$ cat src/rtl/trap_pkg.sv
package trap_pkg;
  localparam int MSR_W = 32;

  localparam int MSR_WE = 18;
  localparam int MSR_CE = 17;
  localparam int MSR_EE = 15;
  localparam int MSR_PR = 14;
  localparam int MSR_DE = 9;
  localparam int MSR_DR = 5;
  localparam int MSR_IR = 4;

  localparam logic [MSR_W-1:0] PROG_CLR =
    (32'd1 << MSR_WE) | (32'd1 << MSR_EE) | (32'd1 << MSR_PR) |
    (32'd1 << MSR_DR) | (32'd1 << MSR_IR);
  localparam logic [MSR_W-1:0] DBG_CLR =
    PROG_CLR | (32'd1 << MSR_CE) | (32'd1 << MSR_DE);

  localparam logic [5:0] PRIM_OP = 6'd31;
  localparam logic [9:0] EXT_OP  = 10'd4;
  localparam int COND_N = 5;

  typedef enum logic [2:0] {
    TK_NONE,
    TK_PROG,
    TK_STOP,
    TK_DBGINT,
    TK_IMPREC
  } trap_kind_e;
endpackage

$ cat src/rtl/trap_decode.sv
module trap_decode
  import trap_pkg::*;
(
  input  logic [31:0]       insn,
  output logic              is_tw,
  output logic [COND_N-1:0] cond_mask
);
  logic prim_ok;
  logic ext_ok;

  assign prim_ok   = (insn[31:26] == PRIM_OP);
  assign ext_ok    = (insn[10:1] == EXT_OP);
  assign is_tw     = prim_ok & ext_ok;
  assign cond_mask = insn[25:21];
endmodule

$ cat src/rtl/trap_cond.sv
module trap_cond
  import trap_pkg::*;
#(
  parameter int XLEN = 32
) (
  input  logic              enable,
  input  logic [COND_N-1:0] cond_mask,
  input  logic [XLEN-1:0]   op_a,
  input  logic [XLEN-1:0]   op_b,
  output logic              hit
);
  logic [COND_N-1:0] sel;

  // Condition index i is taken from mask bit COND_N-1-i (field MSB first).
  for (genvar i = 0; i < COND_N; i++) begin : g_cond
    logic rel;
    if (i == 0) begin : g_slt
      assign rel = $signed(op_a) < $signed(op_b);
    end else if (i == 1) begin : g_sgt
      assign rel = $signed(op_a) > $signed(op_b);
    end else if (i == 2) begin : g_eq
      assign rel = (op_a == op_b);
    end else if (i == 3) begin : g_ult
      assign rel = op_a < op_b;
    end else begin : g_ugt
      assign rel = op_a > op_b;
    end
    assign sel[i] = cond_mask[COND_N-1-i] & rel;
  end

  assign hit = enable & (|sel);
endmodule

$ cat src/rtl/trap_route.sv
module trap_route
  import trap_pkg::*;
(
  input  logic       hit,
  input  logic       trap_dbg_en,
  input  logic       ext_dbg_mode,
  input  logic       int_dbg_mode,
  input  logic       dbg_exc_en,
  output trap_kind_e kind,
  output logic       log_imprecise
);
  always_comb begin
    kind          = TK_NONE;
    log_imprecise = 1'b0;
    if (hit) begin
      if (!trap_dbg_en || (!ext_dbg_mode && !int_dbg_mode)) begin
        kind = TK_PROG;
      end else if (ext_dbg_mode) begin
        kind          = TK_STOP;
        log_imprecise = int_dbg_mode & ~dbg_exc_en;
      end else if (dbg_exc_en) begin
        kind = TK_DBGINT;
      end else begin
        kind          = TK_IMPREC;
        log_imprecise = 1'b1;
      end
    end
  end
endmodule

$ cat src/rtl/trap_dispatch.sv
module trap_dispatch
  import trap_pkg::*;
#(
  parameter int               XLEN      = 32,
  parameter int               PFX_W     = 16,
  parameter logic [XLEN-1:0]  RESET_PC  = '0,
  parameter logic [MSR_W-1:0] RESET_MSR = '0,
  parameter logic [15:0]      PROG_OFS  = 16'h0700,
  parameter logic [15:0]      DBG_OFS   = 16'h2000
) (
  input  logic              clk,
  input  logic              rst_n,
  input  logic              in_valid,
  output logic              in_ready,
  input  logic [31:0]       insn,
  input  logic [XLEN-1:0]   insn_addr,
  input  logic [XLEN-1:0]   ra_val,
  input  logic [XLEN-1:0]   rb_val,
  input  logic              trap_dbg_en,
  input  logic              ext_dbg_mode,
  input  logic              int_dbg_mode,
  input  logic [PFX_W-1:0]  vec_prefix,
  input  logic              msr_load,
  input  logic [MSR_W-1:0]  msr_load_val,
  input  logic              resume,
  output logic              halted,
  output logic [XLEN-1:0]   pc,
  output logic [MSR_W-1:0]  msr,
  output logic [XLEN-1:0]   srr0,
  output logic [MSR_W-1:0]  srr1,
  output logic [XLEN-1:0]   srr2,
  output logic [MSR_W-1:0]  srr3,
  output logic              esr_trap,
  output logic              dbsr_trap,
  output logic              dbsr_imprecise
);
  localparam int OFS_W = XLEN - PFX_W;
  localparam logic [XLEN-1:0] STEP = XLEN'(4);

  logic              accept;
  logic              is_tw;
  logic [COND_N-1:0] cond_mask;
  logic              hit;
  trap_kind_e        kind;
  logic              log_imprecise;
  logic [XLEN-1:0]   prog_vec;
  logic [XLEN-1:0]   dbg_vec;

  assign in_ready = ~halted;
  assign accept   = in_valid & in_ready;
  assign prog_vec = {vec_prefix, OFS_W'(PROG_OFS)};
  assign dbg_vec  = {vec_prefix, OFS_W'(DBG_OFS)};

  trap_decode u_decode (
    .insn      (insn),
    .is_tw     (is_tw),
    .cond_mask (cond_mask)
  );

  trap_cond #(.XLEN(XLEN)) u_cond (
    .enable    (is_tw),
    .cond_mask (cond_mask),
    .op_a      (ra_val),
    .op_b      (rb_val),
    .hit       (hit)
  );

  trap_route u_route (
    .hit           (hit),
    .trap_dbg_en   (trap_dbg_en),
    .ext_dbg_mode  (ext_dbg_mode),
    .int_dbg_mode  (int_dbg_mode),
    .dbg_exc_en    (msr[MSR_DE]),
    .kind          (kind),
    .log_imprecise (log_imprecise)
  );

  always_ff @(posedge clk) begin
    if (!rst_n) begin
      halted         <= 1'b0;
      pc             <= RESET_PC;
      msr            <= RESET_MSR;
      srr0           <= '0;
      srr1           <= '0;
      srr2           <= '0;
      srr3           <= '0;
      esr_trap       <= 1'b0;
      dbsr_trap      <= 1'b0;
      dbsr_imprecise <= 1'b0;
    end else begin
      if (halted && resume) halted <= 1'b0;
      if (accept) begin
        if (log_imprecise) dbsr_imprecise <= 1'b1;
        unique case (kind)
          TK_NONE: pc <= insn_addr + STEP;
          TK_PROG, TK_IMPREC: begin
            srr0     <= insn_addr;
            srr1     <= msr;
            esr_trap <= 1'b1;
            msr      <= msr & ~PROG_CLR;
            pc       <= prog_vec;
            if (kind == TK_IMPREC) dbsr_trap <= 1'b1;
          end
          TK_STOP: begin
            halted    <= 1'b1;
            dbsr_trap <= 1'b1;
            pc        <= insn_addr;
          end
          TK_DBGINT: begin
            srr2      <= insn_addr;
            srr3      <= msr;
            dbsr_trap <= 1'b1;
            msr       <= msr & ~DBG_CLR;
            pc        <= dbg_vec;
          end
          default: pc <= pc;
        endcase
      end else if (msr_load) begin
        msr <= msr_load_val;
      end
    end
  end

  // a miss only advances pc
  a_r3_quiet_miss: assert property (@(posedge clk) disable iff (!rst_n)
    (accept && kind == TK_NONE) |=>
      ($stable(msr) && $stable(srr0) && $stable(srr2) &&
       pc == $past(insn_addr) + STEP));

  // program interrupt lands on its vector with the syndrome flag set
  a_r4_prog_vector: assert property (@(posedge clk) disable iff (!rst_n)
    (accept && kind == TK_PROG) |=>
      (pc[OFS_W-1:0] == OFS_W'(PROG_OFS) && esr_trap && !msr[MSR_EE]));

  // debug stop freezes on the trap address
  a_r5_stop_enter: assert property (@(posedge clk) disable iff (!rst_n)
    (accept && kind == TK_STOP) |=>
      (halted && pc == $past(insn_addr) && $stable(msr)));

  // debug interrupt disables further debug exceptions
  a_r7_dbgint_de: assert property (@(posedge clk) disable iff (!rst_n)
    (accept && kind == TK_DBGINT) |=>
      (!msr[MSR_DE] && dbsr_trap && pc[OFS_W-1:0] == OFS_W'(DBG_OFS)));

  // pc frozen while halted
  a_r9_pc_frozen: assert property (@(posedge clk) disable iff (!rst_n)
    halted |=> $stable(pc));

  // sticky status flags
  a_r12_sticky: assert property (@(posedge clk) disable iff (!rst_n)
    (esr_trap || dbsr_trap || dbsr_imprecise) |=>
      ((!$past(esr_trap) || esr_trap) && (!$past(dbsr_trap) || dbsr_trap) &&
       (!$past(dbsr_imprecise) || dbsr_imprecise)));
endmodule

$ cat config.mk
export PLATFORM = sky130hd
export DESIGN_NAME = trap_dispatch
export DESIGN_NICKNAME = d
export VERILOG_FILES = /design/src/rtl/trap_pkg.sv /design/src/rtl/trap_decode.sv /design/src/rtl/trap_cond.sv /design/src/rtl/trap_route.sv /design/src/rtl/trap_dispatch.sv
export SDC_FILE = /design/constraint.sdc
export NUM_CORES = 1
export LEC_CHECK = 0
export CORE_AREA = 3 3 147 149
export DETAILED_ROUTE_END_ITERATION = 10
export DIE_AREA = 0 0 150 152
export DONT_BUFFER_PORTS = 1
export GPL_ROUTABILITY_DRIVEN = 0
export HOLD_SLACK_MARGIN = 0.1
export PLACE_DENSITY = 0.63
export SYNTH_ARGS = -nofsm -noshare
export SYNTH_HDL_FRONTEND = slang
export SYNTH_SLANG_ARGS = --single-unit
$ cat constraint.sdc
create_clock -name clk -period 4.9 [get_ports clk]
set_input_delay 0.735 -clock clk [delete_from_list [all_inputs] [get_ports clk]]
set_output_delay 0.735 -clock clk [all_outputs]
set_load 0.02 [all_outputs]
Yosys cells after proc, flatten, opt, wreduce, memory -nomap -nowiden

Index checks and enable logic that the tools add are counted.
W data, S select, Z words.

Equal/unequal tests: 11
Add/subtract/negate cells: 1
$lt $le $gt $ge: 4
Bitwise operators: 12
Reduce and logical (&&, ||, !) cells: 21
Multiplexer cells: 17

Operator list:

| cell                    | number |
|---|---|
| $pmux W32 S4            | 1 |
| $gt A32 B32 Y1          | 2 |
| $lt A32 B32 Y1          | 2 |
| $mux W32                | 2 |
| $pmux W19 S2            | 1 |
| $add A32 B3 Y32 const B | 1 |
| $eq A32 B32 Y1          | 1 |
| $mux W3                 | 4 |
| $reduce_and A2 Y1       | 6 |
| $eq A10 B3 Y1 const B   | 1 |
| $and A1 B1 Y1           | 9 |
| $mux W1                 | 8 |
| $eq A3 B2 Y1 const B    | 2 |
| $eq A6 B5 Y1 const B    | 1 |
| $reduce_and A3 Y1       | 2 |
| $reduce_or A5 Y1        | 1 |
| $ne A2 B2 Y1 const B    | 2 |
| $reduce_bool A2 Y1      | 2 |
| $reduce_bool A4 Y1      | 1 |
| $reduce_or A2 Y1        | 2 |
| $eq A3 B1 Y1 const B    | 1 |
| $eq A3 B3 Y1 const B    | 1 |
| $logic_not A1 Y1        | 3 |
| $logic_not A3 Y1        | 1 |
| 6 further kinds         | 9 |

Logic and storage cells: 78
Input bits: 184
Bits in registers: 196
Output and inout port bits: 197

Depth between registers and ports, before layout

Gate-level depths: netlist (run 1).

Depth in word-level cells: 9
Mapped depth: 14
Mapped depth without buffers: 11

Modules after synthesis

A second synthesis (run 1) with hierarchy kept.

Cell total of the unflattened synthesis: 1195
Area total of the unflattened synthesis: 9530.4 sq um

Modules (own cells, without submodules):

| module        | cells each | instances | area each (sq um) | seq. area each (sq um) |
|---|---|---|---|---|
| trap_dispatch | 1050       | 1         | 8493.1            | 3923.8 |
| trap_cond     | 126        | 1         | 887.1             | 0.0 |
| trap_decode   | 10         | 1         | 88.8              | 0.0 |
| trap_route    | 9          | 1         | 61.3              | 0.0 |

Worst setup path after synthesis (run 1)

No wires, ideal clock.

Path type: input -> register
Start: in rb_val[14]
End: reg pc[25]
Slack: 1.138 ns
Data arrival time: 3.639 ns
Path buffers: 1
Stages: 12
Setup time: 0.123 ns
Required time: 4.777 ns
Cells stage by stage: inv_1 > ha_1 > a21oi_1 > nand2_1 > a221o_1 > o31a_1 > or4_4 > a311o_1 > buf_6 > or4b_2 > o311ai_1 > nor2_1

Cells in the longest elaborated chain, start to end: 9
Elaborated cells between the ends (all ways): 22
Classes of those cells: order compare (4); eq/ne (5); mux (2); bitwise (6); reduce/logical (5)

Ends and longest elaborated chain:

| item                                         | line                 | text |
|---|---|---|
| from (decl)                                  | trap_dispatch.sv:18  | `input logic [XLEN-1:0] rb_val,` |
| $lt A32 B32 Y1, or another cell as far along | trap_cond.sv:18      | `assign rel = $signed(op_a) < $signed(op_b);` |
| $and A1 B1 Y1                                | trap_cond.sv:28      | `assign sel[i] = cond_mask[COND_N-1-i] & rel;` |
| $reduce_or A5 Y1 *                           | trap_cond.sv:31      | `assign hit = enable & (\|sel);` |
| $and A1 B1 Y1 *                              | trap_cond.sv:31      |  |
| $mux W3 *                                    | trap_route.sv:15     | `if (hit) begin` |
| $eq A3 B3 Y1 or $eq A3 B1 Y1 (tied branches) | trap_dispatch.sv:94  | `unique case (kind)` |
| $reduce_or A2 Y1                             | trap_dispatch.sv:94  |  |
| $reduce_bool A4 Y1 (no line)                 | --                   |  |
| $reduce_and A2 Y1 (no line)                  | --                   |  |
| to (signal assigned)                         | trap_dispatch.sv:95  | `TK_NONE: pc <= insn_addr + STEP;` |
| to (signal assigned)                         | trap_dispatch.sv:101 | `pc <= prog_vec;` |
| to (signal assigned)                         | trap_dispatch.sv:107 | `pc <= insn_addr;` |
| to (decl)                                    | trap_dispatch.sv:27  | `output logic [XLEN-1:0] pc,` |

Mark *: on every way between the ends. The rest lies on a longest branch, timed or not.
A chain may end at the register's enable or synchronous reset.

Worst setup path in the final report (run 1)

Ends and elaborated chain as after synthesis.

==> out/results.txt, run 1 <==
status -> complete, no violations
Setup crit start kind -> input pin
Clock Tree Root -> clkbuf_16
register area share after synthesis -> 0.429
Synth Instances -> 1158
Slew Limit Fails -> 0
leading cell type in the layout, fill and taps excluded -> nand2_1
most frequent cells in the layout -> 355 x nand2_1, 196 x dfxtp_1, 158 x a21boi_0
TritonRoute pass-1 iters -> 5
global-route usage over all layers -> 0.237
Tightest Pin Transition -> 0.974 ns
FF+latch count, synth -> 196
Design Area, Final -> 0.00994 mm^2
fill count -> 1986
Pwr Density -> 333 mW/mm^2
Port Buf Inserts -> 0
starting density of the core -> 0.451
die span in y -> 152 um
post-synth cell types -> 64
die area -> 0.0228 mm^2
CTS tree -> built
DRT iter0 DRCs -> 425
antenna violations before repair -> 0
Max Freq -> 266 MHz
final hold slack -> 0.425 ns
Clock Skews -> 0.0119 ns
Final min period -> 3.76 ns
final wirelength -> 27800 um
post-cts sizing count -> 0
Hold Path Class -> in2reg
largest net degree at the start of global routing -> 193
syn avg cell area -> 7.91 um^2
Hold-fix buffers, CTS -> 0
DR WL/cell -> 19.9 um
synthesized net count -> 1375
Via density -> 5.64
hpwl dp -> 20100 um
residual DRC count -> 0
total negative setup slack -> 0 ns
# IOs -> 381
H-tree levels -> 4
Max FO, Critical Path -> 41
total CTS buffers -> 17
Overflow after GRT -> 0
Worst EP arrival -> 4.08 ns
die width -> 150 um
Area Growth Syn to Fin -> 8.54%
area leader, netlist -> dfxtp_1
maxcap violations -> 0
Slew HR -> 0.349
critical path type -> in2reg
Worst-Skew Late Latency -> 0.43 ns
Layout Nets -> 1330
Site Rows -> 52
Setup-failing EPs final -> 0
CTS sink cnt -> 196
Post-DRT Antenna Nets -> 0
critical path endpoint category -> flop
final hold viol count -> 0
global-route wire length before repair -> 43200 um
DP Area -> 0.00932 mm^2
clock slew at reported path FFs -> 0.08 ns
Vias -> 7886
share of cells above drive strength 1 -> 0.0542
top cells by area, synth -> dfxtp_1 43%, nand2_1 15%, a21boi_0 13%
Yosys top cell area share -> 0.429
post-route clock period utilization -> 0.767
VDD IR-drop max -> 0.223 mV
Setup Fix Bufs, Post-CTS -> 0
Core Region -> 0.0203 mm^2
YS warnings -> 0
Leak -> 3.56 nW
ys async rst share -> 0
Post-synth EDFFs -> 0
leading register cell type out of synthesis -> dfxtp_1
number of global-route vias before repair -> 7564
unrepaired setup endpoints after global routing -> false
Clock Path Buffers -> 2
critical path data required time -> 5.23 ns
Netlist Area Pre-Place -> 0.00916 mm^2
## layout make-up
| type | count | area (um^2) | area share |
|---|---|---|---|
| diodes | 1 | 2.50 | 0.000252 |
| flip-flops and latches | 196 | 3920 | 0.395 |
| multi-input cells | 842 | 4770 | 0.480 |
| inverters | 40 | 150 | 0.0151 |
| well taps | 270 | 338 | 0.0340 |
| clock inverters | 14 | 178 | 0.0179 |
| clock buffers | 18 | 439 | 0.0442 |
| repair buffers | 16 | 133 | 0.0133 |
## Yosys cell counts (3+ instances only)
cell type,instances
a21boi_0,158
a21o_1,5
o21bai_1,3
o21a_1,5
buf_1,6
nand3_1,37
o21ai_0,37
nor2b_1,8
buf_2,10
o211a_1,3
inv_1,40
mux2i_1,3
xor2_1,3
nor2_1,44
dfxtp_1,196
o211ai_1,4
nor4_1,8
o311ai_0,7
a22o_1,3
clkbuf_1,61
and2_1,7
and4_1,4
ha_1,33
or4_1,3
nand2_1,355
o31ai_1,4
a21oi_1,25
and3_1,10
a31oi_1,8
nor3_1,9
nand4_1,10
a211oi_1,3
## worst paths after layout
path,startpoint,to,slack [ns],depth (start not counted)
worst min-delay path,rst_n,srr3[9],0.42,1
worst max-delay path,rb_val[14],pc[25],1.14,12
worst max register to register,msr[9],srr3[10],2.46,7
worst min register to register,pc[23],pc[23],0.56,2
## report_power, final
group	leakage, nW	internal, mW	switching, mW	total, mW
clock network	0.298	0.712	0.731	1.44
registers	1.59	1.62	0.0698	1.69
logic	1.67	0.0848	0.0913	0.176
## flip-flops by register name, summed over array words and instances, names as in the netlist
register / cells
msr: 32
dbsr_trap: 1
srr1: 32
srr3: 32
pc: 32
esr_trap: 1
dbsr_imprecise: 1
halted: 1
srr0: 32
srr2: 32
## through the flow
stage                     std cells  total power, mW  worst slack [ns]  utilization
after detailed placement       1364             1.91             0.683        0.459
final                          1397             3.31              1.14        0.490
after global routing           1396             3.44             0.821        0.489
after CTS                      1396             3.34              1.13        0.489
after global placement         1364             1.90             0.710        0.459
after floorplan                1158             1.88              1.14            -
## kinds of logic (layout without fill, tap and decap cells)
| family | Yosys count | count (layout) | share of synthesized area |
|---|---|---|---|
| and+or+nand+nor | 513 | 513 | 0.241 |
| AOI/OAI and AO/OA | 288 | 288 | 0.224 |
| DFF | 196 | 196 | 0.429 |
| buffers and inverters | 120 | 88 | 0.0526 |
| adders and majority gates | 33 | 33 | 0.0451 |
| muxes | 5 | 5 | 0.00574 |
| xor gates and xnor gates | 3 | 3 | 0.00287 |
| other | 0 | 1 | 0 |
## worst max-delay path: stages
cell and delay, ns:
inv_1 0.02, ha_1 0.29, a21oi_1 0.15, nand2_1 0.07
a221o_1 0.35, o31a_1 0.36, or4_4 0.51, a311o_2 0.47
buf_4 0.28, or4b_2 0.63, o311ai_1 0.09, nor2_1 0.08
## layer usage
metal | global-route usage | up-vias | share of wire
met5 | 0 | - | 0
met1 | 0.298 | 3740 | 0.42
met4 | 0.0649 | 0 | 0.016
met2 | 0.385 | 268 | 0.47
met3 | 0.0822 | 29 | 0.091
li1 | - | 3849 | -
Note: power is estimated with default switching activity, not from simulation.
==> inputs of run 2 (changes only) <==
Clock period 4.9 ns to 3.7 ns, I/O delays scaled along.
==> run 2 against run 1 <==
Net effect:
- clock skew decreased by 0.0014 ns
- largest cell class unchanged
- global-route usage decreased by 0.13 points
- non-clock buffer count increased by 21
- sequential share of layout area decreased by 0.84 points
- power increased by 31%
- wire length increased by 0.37%
- cell area increased by 2.2%
- worst setup slack got worse by 0.85 ns
- worst hold slack got worse by 0.17 ns
- largest power group unchanged
==> out/results.txt, run 2 (synthesis gave the netlist of run 1 again) <==
residual DRC count -> 0
DRT iter0 DRCs -> 356
CTS sink cnt -> 196
Tightest Pin Transition -> 0.852 ns
number of global-route vias before repair -> 7581
setup ws final -> 0.295 ns
Hold Path Class -> in2reg
DR WL/cell -> 19.6 um
clock slew at reported path FFs -> 0.08 ns
Pwr Density -> 426 mW/mm^2
Vias -> 7920
Site Rows -> 52
Layout Nets -> 1351
Slew HR -> 0.431
Max Freq -> 294 MHz
final hold viol count -> 0
critical path endpoint category -> flop
critical path data required time -> 4.04 ns
fill count -> 2005
Clock Path Buffers -> 2
Hold-fix buffers, CTS -> 0
r2r setup slk -> 1.65 ns
placed cell count -> 1385
final wirelength -> 27900 um
antenna violations before repair -> 0
Post-DRT Antenna Nets -> 0
Overflow after GRT -> 0
status -> complete, no violations
Via density -> 5.59
total CTS buffers -> 17
fin cells -> 1418
Port Buf Inserts -> 0
share of cells above drive strength 1 -> 0.0706
TritonRoute pass-1 iters -> 5
# IOs -> 381
Worst-Skew Late Latency -> 0.43 ns
area of the multi-input gates -> 0.00477 mm^2
hpwl dp -> 20300 um
dpl ws -> -0.156 ns
Final min period -> 3.41 ns
Design Power -> 4.32 mW
Slew Limit Fails -> 0
Leak -> 3.67 nW
Max FO, Critical Path -> 29
die area -> 0.0228 mm^2
Setup Fix Bufs, Post-CTS -> 0
total negative setup slack -> 0 ns
die span in y -> 152 um
H-tree levels -> 4
global-route usage over all layers -> 0.235
leading cell type in the layout, fill and taps excluded -> nand2_1
starting density of the core -> 0.451
Area Growth Syn to Fin -> 10.9%
largest net degree at the start of global routing -> 193
Storage cell area -> 0.00392 mm^2
post-route clock period utilization -> 0.920
Clock Tree Root -> clkbuf_16
VDD IR-drop max -> 0.290 mV
die width -> 150 um
Setup crit start kind -> input pin
Design Area, Final -> 0.0102 mm^2
CTS tree -> built
DP Area -> 0.00956 mm^2
post-cts sizing count -> 0
maxcap violations -> 0
unrepaired setup endpoints after global routing -> false
critical path type -> in2reg
most frequent cells in the layout -> 355 x nand2_1, 196 x dfxtp_1, 158 x a21boi_0
global-route wire length before repair -> 43000 um
Core Region -> 0.0203 mm^2
Clock Skews -> 0.0106 ns
Worst EP arrival -> 3.74 ns
Setup-failing EPs final -> 0
[run 2: changes by cell type in the layout (fill, tap and decap cells not counted), moves of 2 or more]
cell and delta:
inv_12 -2, inv_8 +2, buf_12 +7, buf_4 +14
[run 2: stage by stage]
step,hold WS (ns),utilization
floorplan,0.495,-
global placement,0.546,0.471
detailed placement,0.550,0.471
CTS,0.232,0.500
global route,0.231,0.500
finish,0.257,0.500
[run 2: final cells by class]
type                            count  area share
Inverter                           40      0.0148
Antenna cell                        1    0.000246
Multi-Input combinational cell    842       0.470
Clock buffer                       18      0.0423
Tap cell                          270      0.0333
Timing Repair Buffer               37      0.0372
Clock inverter                     14      0.0156
Sequential cell                   196       0.386
[run 2: critical path: stages]
cell and delay, ns:
inv_1 0.02, ha_1 0.30, a21oi_1 0.16, nand2_1 0.08
a221o_1 0.36, o31a_1 0.33, or4_4 0.50, a311o_2 0.51
buf_4 0.23, nand3_2 0.21, buf_12 0.22, nand2_1 0.07
a21boi_0 0.19
[run 2: worst paths after layout]
check / start / end / cells after the start
min reg2reg: pc[23] / pc[23] / 2
max reg2reg: halted / srr1[27] / 5
min: msr_load_val[14] / msr[14] / 2
max: rb_val[14] / srr0[1] / 13
[run 2: routing by layer]
metal  vias to the layer above  global-route usage  share of wire
met5                         -                   0              0
met4                         0              0.0662          0.022
met3                        43              0.0858          0.091
met2                       282               0.386           0.47
met1                      3705               0.290           0.42
li1                       3890                   -              -
[run 2: power breakdown]
part | total, mW | internal [mW] | switching, mW
Clock | 1.85 | 0.912 | 0.933
Combinational | 0.240 | 0.117 | 0.123
Sequential | 2.24 | 2.15 | 0.0924
==> inputs of run 3 (changes only) <==
Settings changed: ABC_AREA set to 1, CORE_AREA 3 3 147 149 to 3 3 148 150, DIE_AREA 0 0 150 152 to 0 0 151 153.
==> run 3 against run 2 <==
Net effect:
- register-to-register slack worse by 0.64 ns
- worst hold slack better by 0.0091 ns
- fmax up 17%
- critical path type unchanged
- highest routed layer unchanged
- largest cell class unchanged
==> out/results.txt, run 3 <==
Port Buf Inserts -> 0
starting density of the core -> 0.445
ys async rst share -> 0
H-tree levels -> 4
Tightest Pin Transition -> 0.624 ns
critical path endpoint category -> flop
leading register cell type out of synthesis -> dfxtp_1
Netlist Area Pre-Place -> 0.00926 mm^2
Clock Tree Root -> clkbuf_16
Storage cell area -> 0.00392 mm^2
most frequent cells in the layout -> 196 x dfxtp_1, 185 x nor2_1, 166 x nand2_1
Max FO, Critical Path -> 46
CTS tree -> built
global-route wire length before repair -> 43600 um
Yosys top cell area share -> 0.424
syn avg cell area -> 7.32 um^2
Clock Skews -> 0.0122 ns
Synth Instances -> 1264
Worst-Skew Late Latency -> 0.43 ns
most frequent cell after synthesis -> dfxtp_1
antenna diode count -> 0
fin cells -> 1509
clock slew at reported path FFs -> 0.08 ns
unrepaired setup endpoints after global routing -> false
synthesized net count -> 1481
post-route clock period utilization -> 0.784
final hold viol count -> 0
total CTS buffers -> 17
Leak -> 4.19 nW
critical path type -> in2reg
antenna violations before repair -> 0
FF+latch count, synth -> 196
share of cells above drive strength 1 -> 0.0632
area of the multi-input gates -> 0.00442 mm^2
Setup Fix Bufs, Post-CTS -> 0
TritonRoute pass-1 iters -> 5
maxcap violations -> 0
critical path data required time -> 4.06 ns
die span in y -> 153 um
Pwr Density -> 447 mW/mm^2
post-synth cell types -> 42
residual DRC count -> 0
setup ws final -> 0.798 ns
Setup crit start kind -> input pin
Design Power -> 4.46 mW
synth cell count leaders -> 196 x dfxtp_1, 186 x nor2_1, 166 x nand2_1
hpwl dp -> 21000 um
post-cts sizing count -> 0
register area share after synthesis -> 0.424
Post-synth EDFFs -> 0
Overflow after GRT -> 0
Clock Path Buffers -> 2
# IOs -> 381
Post-DRT Antenna Nets -> 0
r2r setup slk -> 1.01 ns
VDD IR-drop max -> 0.330 mV
Worst EP arrival -> 3.26 ns
YS warnings -> 0
global-route usage over all layers -> 0.239
Final Util -> 0.479
placed cell count -> 1477
Max Freq -> 345 MHz
Vias -> 8249
Area Growth Syn to Fin -> 7.74%
Via density -> 5.47
largest net degree at the start of global routing -> 165
final wirelength -> 28600 um
status -> complete, no violations
Site Rows -> 53
fill count -> 2097
die width -> 151 um
Slew Limit Fails -> 0
Setup-failing EPs final -> 0
DR WL/cell -> 19.0 um
Core Region -> 0.0208 mm^2
CTS sink cnt -> 196
top cells by area, synth -> dfxtp_1 42%, o21ai_0 8.2%, a21oi_1 7.7%
Hold-fix buffers, CTS -> 0
total negative setup slack -> 0 ns
number of global-route vias before repair -> 7852
leading cell type in the layout, fill and taps excluded -> dfxtp_1
Hold Path Class -> in2reg
Layout Nets -> 1438
dpl ws -> 0.339 ns
Slew HR -> 0.583
Final min period -> 2.90 ns
area leader, netlist -> dfxtp_1
die area -> 0.0231 mm^2
DRT iter0 DRCs -> 418
## run 3: worst paths after layout
| check | startpoint | endpoint | cells after the start |
|---|---|---|---|
| setup / recovery | rb_val[31] | srr1[8] | 17 |
| hold / removal | insn_addr[7] | pc[7] | 2 |
| setup reg to reg | halted | msr[24] | 8 |
| hold reg to reg | srr0[0] | srr0[0] | 2 |
## run 3: area by class of cell
type                            instances  share of cell area
Clock buffer                           17              0.0426
Clock inverter                         15              0.0194
Inverter                              139              0.0528
Multi-Input combinational cell        852               0.443
Sequential cell                       196               0.393
Tap cell                              275              0.0345
Timing Repair Buffer                   15              0.0138
## run 3: logic make-up after synthesis
family / after synthesis / share of synthesized area
AO/OA/AOI/OAI: 365 / 0.214
XOR/XNOR: 14 / 0.0132
adder cells (fa/ha/maj): 33 / 0.0446
buffers and inverters: 216 / 0.100
flip-flops: 196 / 0.424
AND/OR/NAND/NOR: 440 / 0.204
## run 3: worst max-delay path, stage by stage
cell and delay [ns]:
inv_1 0.02, ha_1 0.33, a21oi_1 0.17, o21a_1 0.13, nand2_1 0.06, a21oi_2 0.22, nand2_1 0.11, nand2_1 0.07
nand3_1 0.11, nand3_4 0.18, nand2_2 0.10, inv_4 0.13, nand3_4 0.22, inv_4 0.33, buf_12 0.25, o21ai_0 0.10
a21oi_1 0.13
## run 3: layer usage
metal / GRT usage / wire [um] / vias up
met5: 0 / 0 / -
met3: 0.0990 / 3260 / 43
met2: 0.399 / 13600 / 333
met1: 0.279 / 11100 / 3753
li1: - / - / 4120
met4: 0.0743 / 749 / 0
## run 3: where the power goes
part           leakage [nW]  switching [mW]  total [mW]  internal, mW
clock network         0.300           0.966        1.90         0.937
registers              1.59          0.0942        2.24          2.15
logic                  2.30           0.201       0.311         0.110
## run 3: stage by stage
step | area (um^2) | hold WS [ns]
finish | 9970 | 0.266
global route | 9970 | 0.242
CTS | 9970 | 0.241
detailed placement | 9360 | 0.565
global placement | 9360 | 0.560
floorplan | 9260 | 0.466
